`config.mk`:
```
export PLATFORM = sky130hd
export DESIGN_NAME = irq_cause_agg
export DESIGN_NICKNAME = d
export VERILOG_FILES = /design/src/rtl/irq_agg_pkg.sv /design/src/rtl/irq_rst_sync.sv /design/src/rtl/irq_sync_bank.sv /design/src/rtl/irq_cause_core.sv /design/src/rtl/irq_regs.sv /design/src/rtl/irq_cause_agg.sv
export SDC_FILE = /design/constraint.sdc
export NUM_CORES = 1
export LEC_CHECK = 0
export ABC_CLOCK_PERIOD_IN_PS = 12200
export BUFFER_PORTS_ARGS = -buffer_cell sky130_fd_sc_hd__buf_2
export CAP_MARGIN = 20
export CORE_ASPECT_RATIO = 0.6
export CORE_MARGIN = 2
export CORE_UTILIZATION = 40
export DETAILED_ROUTE_END_ITERATION = 10
export PLACE_DENSITY = 0.56
export SLEW_MARGIN = 20
export SYNTH_ARGS = -nofsm -noshare
export SYNTH_HDL_FRONTEND = slang
export SYNTH_SLANG_ARGS = --single-unit
```
`constraint.sdc`:
```
create_clock -name clk -period 12.2 [get_ports clk]
set_clock_uncertainty 0.2 [all_clocks]
set_input_delay 1.83 -clock clk [delete_from_list [all_inputs] [get_ports clk]]
set_output_delay 1.83 -clock clk [all_outputs]
set_load 0.01 [all_outputs]
```
`src/rtl/irq_agg_pkg.sv`:
```
package irq_agg_pkg;
  localparam int DATA_W = 32;

  // byte offsets software depends on
  localparam int OFS_CAUSE = 'h00;
  localparam int OFS_SETC  = 'h08;
  localparam int OFS_MASK  = 'h10;
  localparam int OFS_CTRL  = 'h28;

  localparam int CTRL_EDGE_BIT = 3;
  localparam int CTRL_MSI_BIT  = 5;

  typedef enum logic [2:0] {
    SEL_NONE,
    SEL_CAUSE,
    SEL_SETC,
    SEL_MASK,
    SEL_CTRL
  } reg_sel_e;
endpackage

```
`src/rtl/irq_rst_sync.sv`:
```
module irq_rst_sync #(
  parameter int STAGES = 2
) (
  input  logic clk,
  input  logic rst_n,
  output logic rst_sync_n
);
  logic [STAGES-1:0] chain_q;
  logic [STAGES-1:0] chain_d;

  always_comb begin
    chain_d = {chain_q[STAGES-2:0], 1'b1};
  end

  always_ff @(posedge clk or negedge rst_n) begin
    if (!rst_n) chain_q <= '0;
    else        chain_q <= chain_d;
  end

  assign rst_sync_n = chain_q[STAGES-1];
endmodule

```
`src/rtl/irq_sync_bank.sv`:
```
module irq_sync_bank #(
  parameter int W      = 32,
  parameter int STAGES = 2
) (
  input  logic         clk,
  input  logic         rst_n,
  input  logic [W-1:0] d_i,
  output logic [W-1:0] q_o
);
  generate
    for (genvar s = 0; s < STAGES; s++) begin : g_stage
      logic [W-1:0] q;
      logic [W-1:0] d;
      if (s == 0) begin : g_first
        assign d = d_i;
      end else begin : g_next
        assign d = g_stage[s-1].q;
      end
      always_ff @(posedge clk or negedge rst_n) begin
        if (!rst_n) q <= '0;
        else        q <= d;
      end
    end
  endgenerate

  assign q_o = g_stage[STAGES-1].q;
endmodule

```
`src/rtl/irq_cause_core.sv`:
```
module irq_cause_core #(
  parameter int W = 32
) (
  input  logic         clk,
  input  logic         rst_n,
  input  logic [W-1:0] sync_i,
  input  logic         edge_mode_i,
  input  logic         clr_we_i,
  input  logic         set_we_i,
  input  logic [W-1:0] wdata_i,
  output logic [W-1:0] cause_o,
  output logic [W-1:0] hw_set_o
);
  logic [W-1:0] prev_q;
  logic [W-1:0] cause_q;
  logic [W-1:0] cause_d;
  logic [W-1:0] hw_set;
  logic [W-1:0] keep_mask;
  logic [W-1:0] sw_set;
  logic         cause_en;

  // next-state: hardware set ORs in last, so it beats a same-cycle clear
  always_comb begin
    hw_set    = edge_mode_i ? (sync_i & ~prev_q) : sync_i;
    keep_mask = clr_we_i ? wdata_i : '1;
    sw_set    = set_we_i ? wdata_i : '0;
    cause_d   = (cause_q & keep_mask) | sw_set | hw_set;
    cause_en  = clr_we_i | set_we_i | (|hw_set);
  end

  always_ff @(posedge clk or negedge rst_n) begin
    if (!rst_n) prev_q <= '0;
    else        prev_q <= sync_i;
  end

  always_ff @(posedge clk or negedge rst_n) begin
    if (!rst_n)        cause_q <= '0;
    else if (cause_en) cause_q <= cause_d;
  end

  assign cause_o  = cause_q;
  assign hw_set_o = hw_set;
endmodule

```
`src/rtl/irq_regs.sv`:
```
module irq_regs
  import irq_agg_pkg::*;
#(
  parameter int W      = 32,
  parameter int ADDR_W = 8
) (
  input  logic              clk,
  input  logic              rst_n,
  input  logic              wr_en_i,
  input  logic [ADDR_W-1:0] addr_i,
  input  logic [DATA_W-1:0] wdata_i,
  input  logic [W-1:0]      cause_i,
  output logic              clr_we_o,
  output logic              set_we_o,
  output logic [W-1:0]      mask_o,
  output logic              edge_mode_o,
  output logic [DATA_W-1:0] rdata_o
);
  reg_sel_e    sel;
  logic [W-1:0] mask_q, mask_d;
  logic         edge_q, edge_d;
  logic         msi_q, msi_d;
  logic         mask_en, ctrl_en;

  always_comb begin
    if      (addr_i == ADDR_W'(OFS_CAUSE)) sel = SEL_CAUSE;
    else if (addr_i == ADDR_W'(OFS_SETC))  sel = SEL_SETC;
    else if (addr_i == ADDR_W'(OFS_MASK))  sel = SEL_MASK;
    else if (addr_i == ADDR_W'(OFS_CTRL))  sel = SEL_CTRL;
    else                                   sel = SEL_NONE;
  end

  always_comb begin
    clr_we_o = wr_en_i && (sel == SEL_CAUSE);
    set_we_o = wr_en_i && (sel == SEL_SETC);
    mask_en  = wr_en_i && (sel == SEL_MASK);
    ctrl_en  = wr_en_i && (sel == SEL_CTRL);
    mask_d   = wdata_i[W-1:0];
    edge_d   = wdata_i[CTRL_EDGE_BIT];
    msi_d    = wdata_i[CTRL_MSI_BIT];
  end

  always_ff @(posedge clk or negedge rst_n) begin
    if (!rst_n)       mask_q <= '1;
    else if (mask_en) mask_q <= mask_d;
  end

  always_ff @(posedge clk or negedge rst_n) begin
    if (!rst_n) begin
      edge_q <= 1'b0;
      msi_q  <= 1'b0;
    end else if (ctrl_en) begin
      edge_q <= edge_d;
      msi_q  <= msi_d;
    end
  end

  always_comb begin
    rdata_o = '0;
    unique case (sel)
      SEL_CAUSE: rdata_o = DATA_W'(cause_i);
      SEL_MASK:  rdata_o = DATA_W'(mask_q);
      SEL_CTRL: begin
        rdata_o[CTRL_EDGE_BIT] = edge_q;
        rdata_o[CTRL_MSI_BIT]  = msi_q;
      end
      default:   rdata_o = '0;
    endcase
  end

  assign mask_o      = mask_q;
  assign edge_mode_o = edge_q;
endmodule

```
`src/rtl/irq_cause_agg.sv`:
```
module irq_cause_agg
  import irq_agg_pkg::*;
#(
  parameter int N_SRC       = 32,
  parameter int ADDR_W      = 8,
  parameter int SYNC_STAGES = 2
) (
  input  logic              clk,
  input  logic              rst_n,
  input  logic [N_SRC-1:0]  src_i,
  input  logic              wr_en_i,
  input  logic [ADDR_W-1:0] addr_i,
  input  logic [DATA_W-1:0] wdata_i,
  output logic [DATA_W-1:0] rdata_o,
  output logic              irq_o
);
  logic             rst_sync_n;
  logic [N_SRC-1:0] src_sync;
  logic [N_SRC-1:0] cause_q;
  logic [N_SRC-1:0] hw_set;
  logic [N_SRC-1:0] mask_q;
  logic             edge_mode;
  logic             clr_we;
  logic             set_we;

  irq_rst_sync #(.STAGES(2)) u_rst (
    .clk        (clk),
    .rst_n      (rst_n),
    .rst_sync_n (rst_sync_n)
  );

  irq_sync_bank #(.W(N_SRC), .STAGES(SYNC_STAGES)) u_sync (
    .clk   (clk),
    .rst_n (rst_sync_n),
    .d_i   (src_i),
    .q_o   (src_sync)
  );

  irq_cause_core #(.W(N_SRC)) u_core (
    .clk         (clk),
    .rst_n       (rst_sync_n),
    .sync_i      (src_sync),
    .edge_mode_i (edge_mode),
    .clr_we_i    (clr_we),
    .set_we_i    (set_we),
    .wdata_i     (wdata_i[N_SRC-1:0]),
    .cause_o     (cause_q),
    .hw_set_o    (hw_set)
  );

  irq_regs #(.W(N_SRC), .ADDR_W(ADDR_W)) u_regs (
    .clk         (clk),
    .rst_n       (rst_sync_n),
    .wr_en_i     (wr_en_i),
    .addr_i      (addr_i),
    .wdata_i     (wdata_i),
    .cause_i     (cause_q),
    .clr_we_o    (clr_we),
    .set_we_o    (set_we),
    .mask_o      (mask_q),
    .edge_mode_o (edge_mode),
    .rdata_o     (rdata_o)
  );

  assign irq_o = |(cause_q & ~mask_q);
endmodule

```
==> results.py <==
metrics = {
    "outcome": {
        "status": "finished clean",
    },
    "cells_and_area": {
        "synthToLayoutAreaGrowth_pct": 21.9,
        "final_common_cell": "dfrtp_1",
        "design_area_um2": 7530,
        "layout.cells.non_filler": 812,
        "layout_common_cells": "dfrtp_1 (131), buf_2 (107), nand2_1 (65), nor4_1 (37), inv_1 (33)",
        "fill_cells": 1370,
        "layout-drive-gt1-share": 0.355,
        "final_nets": 670,
    },
    "sta": {
        "rsz0062_at_grt": "false",
        "maxSlewHeadroom": 0.477,
        "fin_crit_ps": 6030,
        "finalHoldViolCount": 0,
        "slew_violations": 0,
        "fmax_ghz": 0.166,
        "worst_slew_pin_slew_ps": 785,
        "period_share": 0.495,
        "fin_ws_ps": 6170,
        "tns_ps": 0,
        "setup_violations": 0,
    },
    "power": {
        "combPwrFrac": 0.042,
        "power_density_nw_per_um2": 154,
        "switching_share": 0.224,
        "power.total_mw": 1.16,
        "p_clk_frac": 0.456,
        "p_sw_uw": 261,
        "peakVddDrop_mv": 0.0756,
        "leakagePower_nw": 3.62,
        "seq_power_share": 0.502,
        "p_int_uw": 901,
    },
    "logic_synthesis": {
        "avgSynthCellArea_um2": 12.6,
        "synthesis.area_um2": 6180,
        "synth_cell_types": 26,
        "synth_cells": 490,
        "ys_seq_area_frac": 0.671,
        "synthesis.nets": 565,
        "yosysWarnings": 0,
        "ys_ff_latch": 164,
    },
    "placement": {
        "dp_cells": 778,
        "place_hpwl_um": 9700,
        "port_buffers": 107,
        "pre_cts_ws_ps": 6190,
        "routabilityCongestion": 0.806,
        "placed_area_um2": 6910,
    },
    "job": {
        "drv_cap": 0,
    },
    "critical_path": {
        "crit_start": "addr_i[5]",
        "crit_chain": "buf_2 -> or3_1 -> or3_1 -> buf_4 -> nor4_4 -> buf_4 -> a22o_1 -> buf_2",
        "path_buf_inv": 4,
        "reg2reg_slack_ps": 10760,
        "reg2regPathDepth": 1,
        "r2r-end": "u_core.cause_o[26]",
        "cp-endpoint": "rdata_o[17]",
        "cp_data_required_time_ps": 10170,
        "critPathTopFamily": "buffers and inverters",
        "slowest_stage": "or3_1",
        "cp-start-kind": "input port",
        "timing.rr.start": "u_rst.chain_q[1]",
        "endpoint_kind": "output port",
        "crit_arrival_ps": 4000,
        "cp_slowest_stage_delay_ps": 420,
        "path_max_fanout": 34,
        "path_class": "in2out",
        "cp_num_cells": 8,
    },
    "clocking": {
        "numCtsBuffers": 17,
        "htreeDepth": 4,
        "post_cts_buffers": 0,
        "insertion_delay_ps": 410,
        "cts_repair_resize_count": 0,
        "cts_root_buffer": "clkbuf_16",
        "holdBufCountCts": 0,
        "clock_path_buffers": 2,
        "clkTransAtPathRegs_ps": 60,
        "cts.sinks": 164,
        "cts_tree": "yes",
    },
    "routing": {
        "wire_per_inst_um": 18.7,
        "drt_iter0_markers": 273,
        "avgViaCountPerCell": 5.18,
        "drcViolationCount": 0,
        "num_vias": 4204,
        "ant_nets": 0,
        "wl_um": 15200,
        "firstDrtPassIters": 4,
    },
    "grt": {
        "grt_pass1_vias": 4394,
        "grt_usage": 0.197,
        "grt_max_degree": 85,
        "grt_pass1_wl_um": 24200,
        "antenna_found_initial": 2,
        "grt_overflow": 0,
    },
    "worst_hold_path": {
        "hold_path.class": "reg2async",
    },
    "floorplanning": {
        "rows": 35,
        "die_w_um": 164,
        "start_util": 0.406,
        "ios": 108,
        "die_area_um2": 16500,
        "coreArea_um2": 15200,
        "die_height_um": 100,
    },
}
## metal layers
metal | global-route usage | wire [um] | up-vias
met4 | 0.0555 | 109 | 2
li1 | - | - | 1932
met5 | 0 | 16 | -
met2 | 0.293 | 6840 | 108
met1 | 0.285 | 7400 | 2152
met3 | 0.0566 | 846 | 10
## stage by stage
step	util	hold WS, ps
after global placement	0.453	132
after detailed placement	0.453	135
after floorplan	-	131
after global routing	0.494	43.3
after CTS	0.492	149
final	0.494	14.2
## synthesized netlist by cell type, drive strengths merged
master | n | area share
nor3 | 1 | 0.00081
buf | 5 | 0.0075
mux2 | 34 | 0.080
a221o | 2 | 0.0032
clkbuf | 24 | 0.015
nand2 | 65 | 0.039
o21ai | 32 | 0.026
nor3b | 1 | 0.0012
dfstp | 32 | 0.14
a22o | 30 | 0.043
nor4 | 38 | 0.039
a21oi | 32 | 0.026
nor2 | 2 | 0.0012
inv | 33 | 0.020
dfrtp | 132 | 0.53
and3 | 1 | 0.0010
nand4 | 2 | 0.0020
and2 | 3 | 0.0030
o22ai | 16 | 0.016
and4 | 1 | 0.0014
or3 | 3 | 0.0030
conb | 1 | 0.00061
## cells by family (layout without fill, tap and decap cells)
group	Yosys count	count (layout)	synth area share
buffers and inverters	62	180	0.0421
DFF	164	164	0.671
and+or+nand+nor	117	117	0.0927
muxes	34	34	0.0802
AOI/OAI and AO/OA	112	112	0.114
other	1	2	0.000607
## sequential cells by signal, indices dropped and copies added, names as in the netlist
signal              cells
u_core.prev_q          32
u_rst.chain_q           2
u_regs.mask_o          32
u_regs.msi_q            1
u_sync.q_o             32
u_sync.g_stage.q       32
u_core.cause_o         32
u_regs.edge_mode_o      1
## final cells by class
type / count / area (um2) / share of cell area
diodes: 1 / 2.50 / 0.000332
clock buffers: 19 / 443 / 0.0588
clock inverters: 13 / 150 / 0.0199
inverters: 33 / 124 / 0.0164
multi-input cells: 264 / 1790 / 0.238
flip-flops and latches: 164 / 4150 / 0.550
well taps: 203 / 254 / 0.0337
repair buffers: 115 / 619 / 0.0822
## power by group through the flow
stage | combinational [mW] | clock (mW) | sequential, mW
6_report | 0.0492 | 0.530 | 0.583
3_3_place_gp | 0.0442 | 0 | 0.595
2_1_floorplan | 0.0179 | 0 | 0.594
5_1_grt | 0.0550 | 0.566 | 0.585
3_5_place_dp | 0.0450 | 0 | 0.596
4_1_cts | 0.0452 | 0.543 | 0.586
## how the worst min path moves through the flow
stage,end,cells past startpoint,start
2_1_floorplan,u_rst.chain_q[1],0,u_rst.chain_q[0]
3_3_place_gp,u_sync.q_o[15],0,u_sync.g_stage[0].q[15]
3_5_place_dp,u_sync.q_o[15],0,u_sync.g_stage[0].q[15]
4_1_cts,u_sync.q_o[19],0,u_sync.g_stage[0].q[19]
5_1_grt,u_sync.g_stage[0].q[10],0,u_rst.chain_q[1]
6_report,u_sync.g_stage[0].q[10],0,u_rst.chain_q[1]
Note: power is estimated with default switching activity, not from simulation.
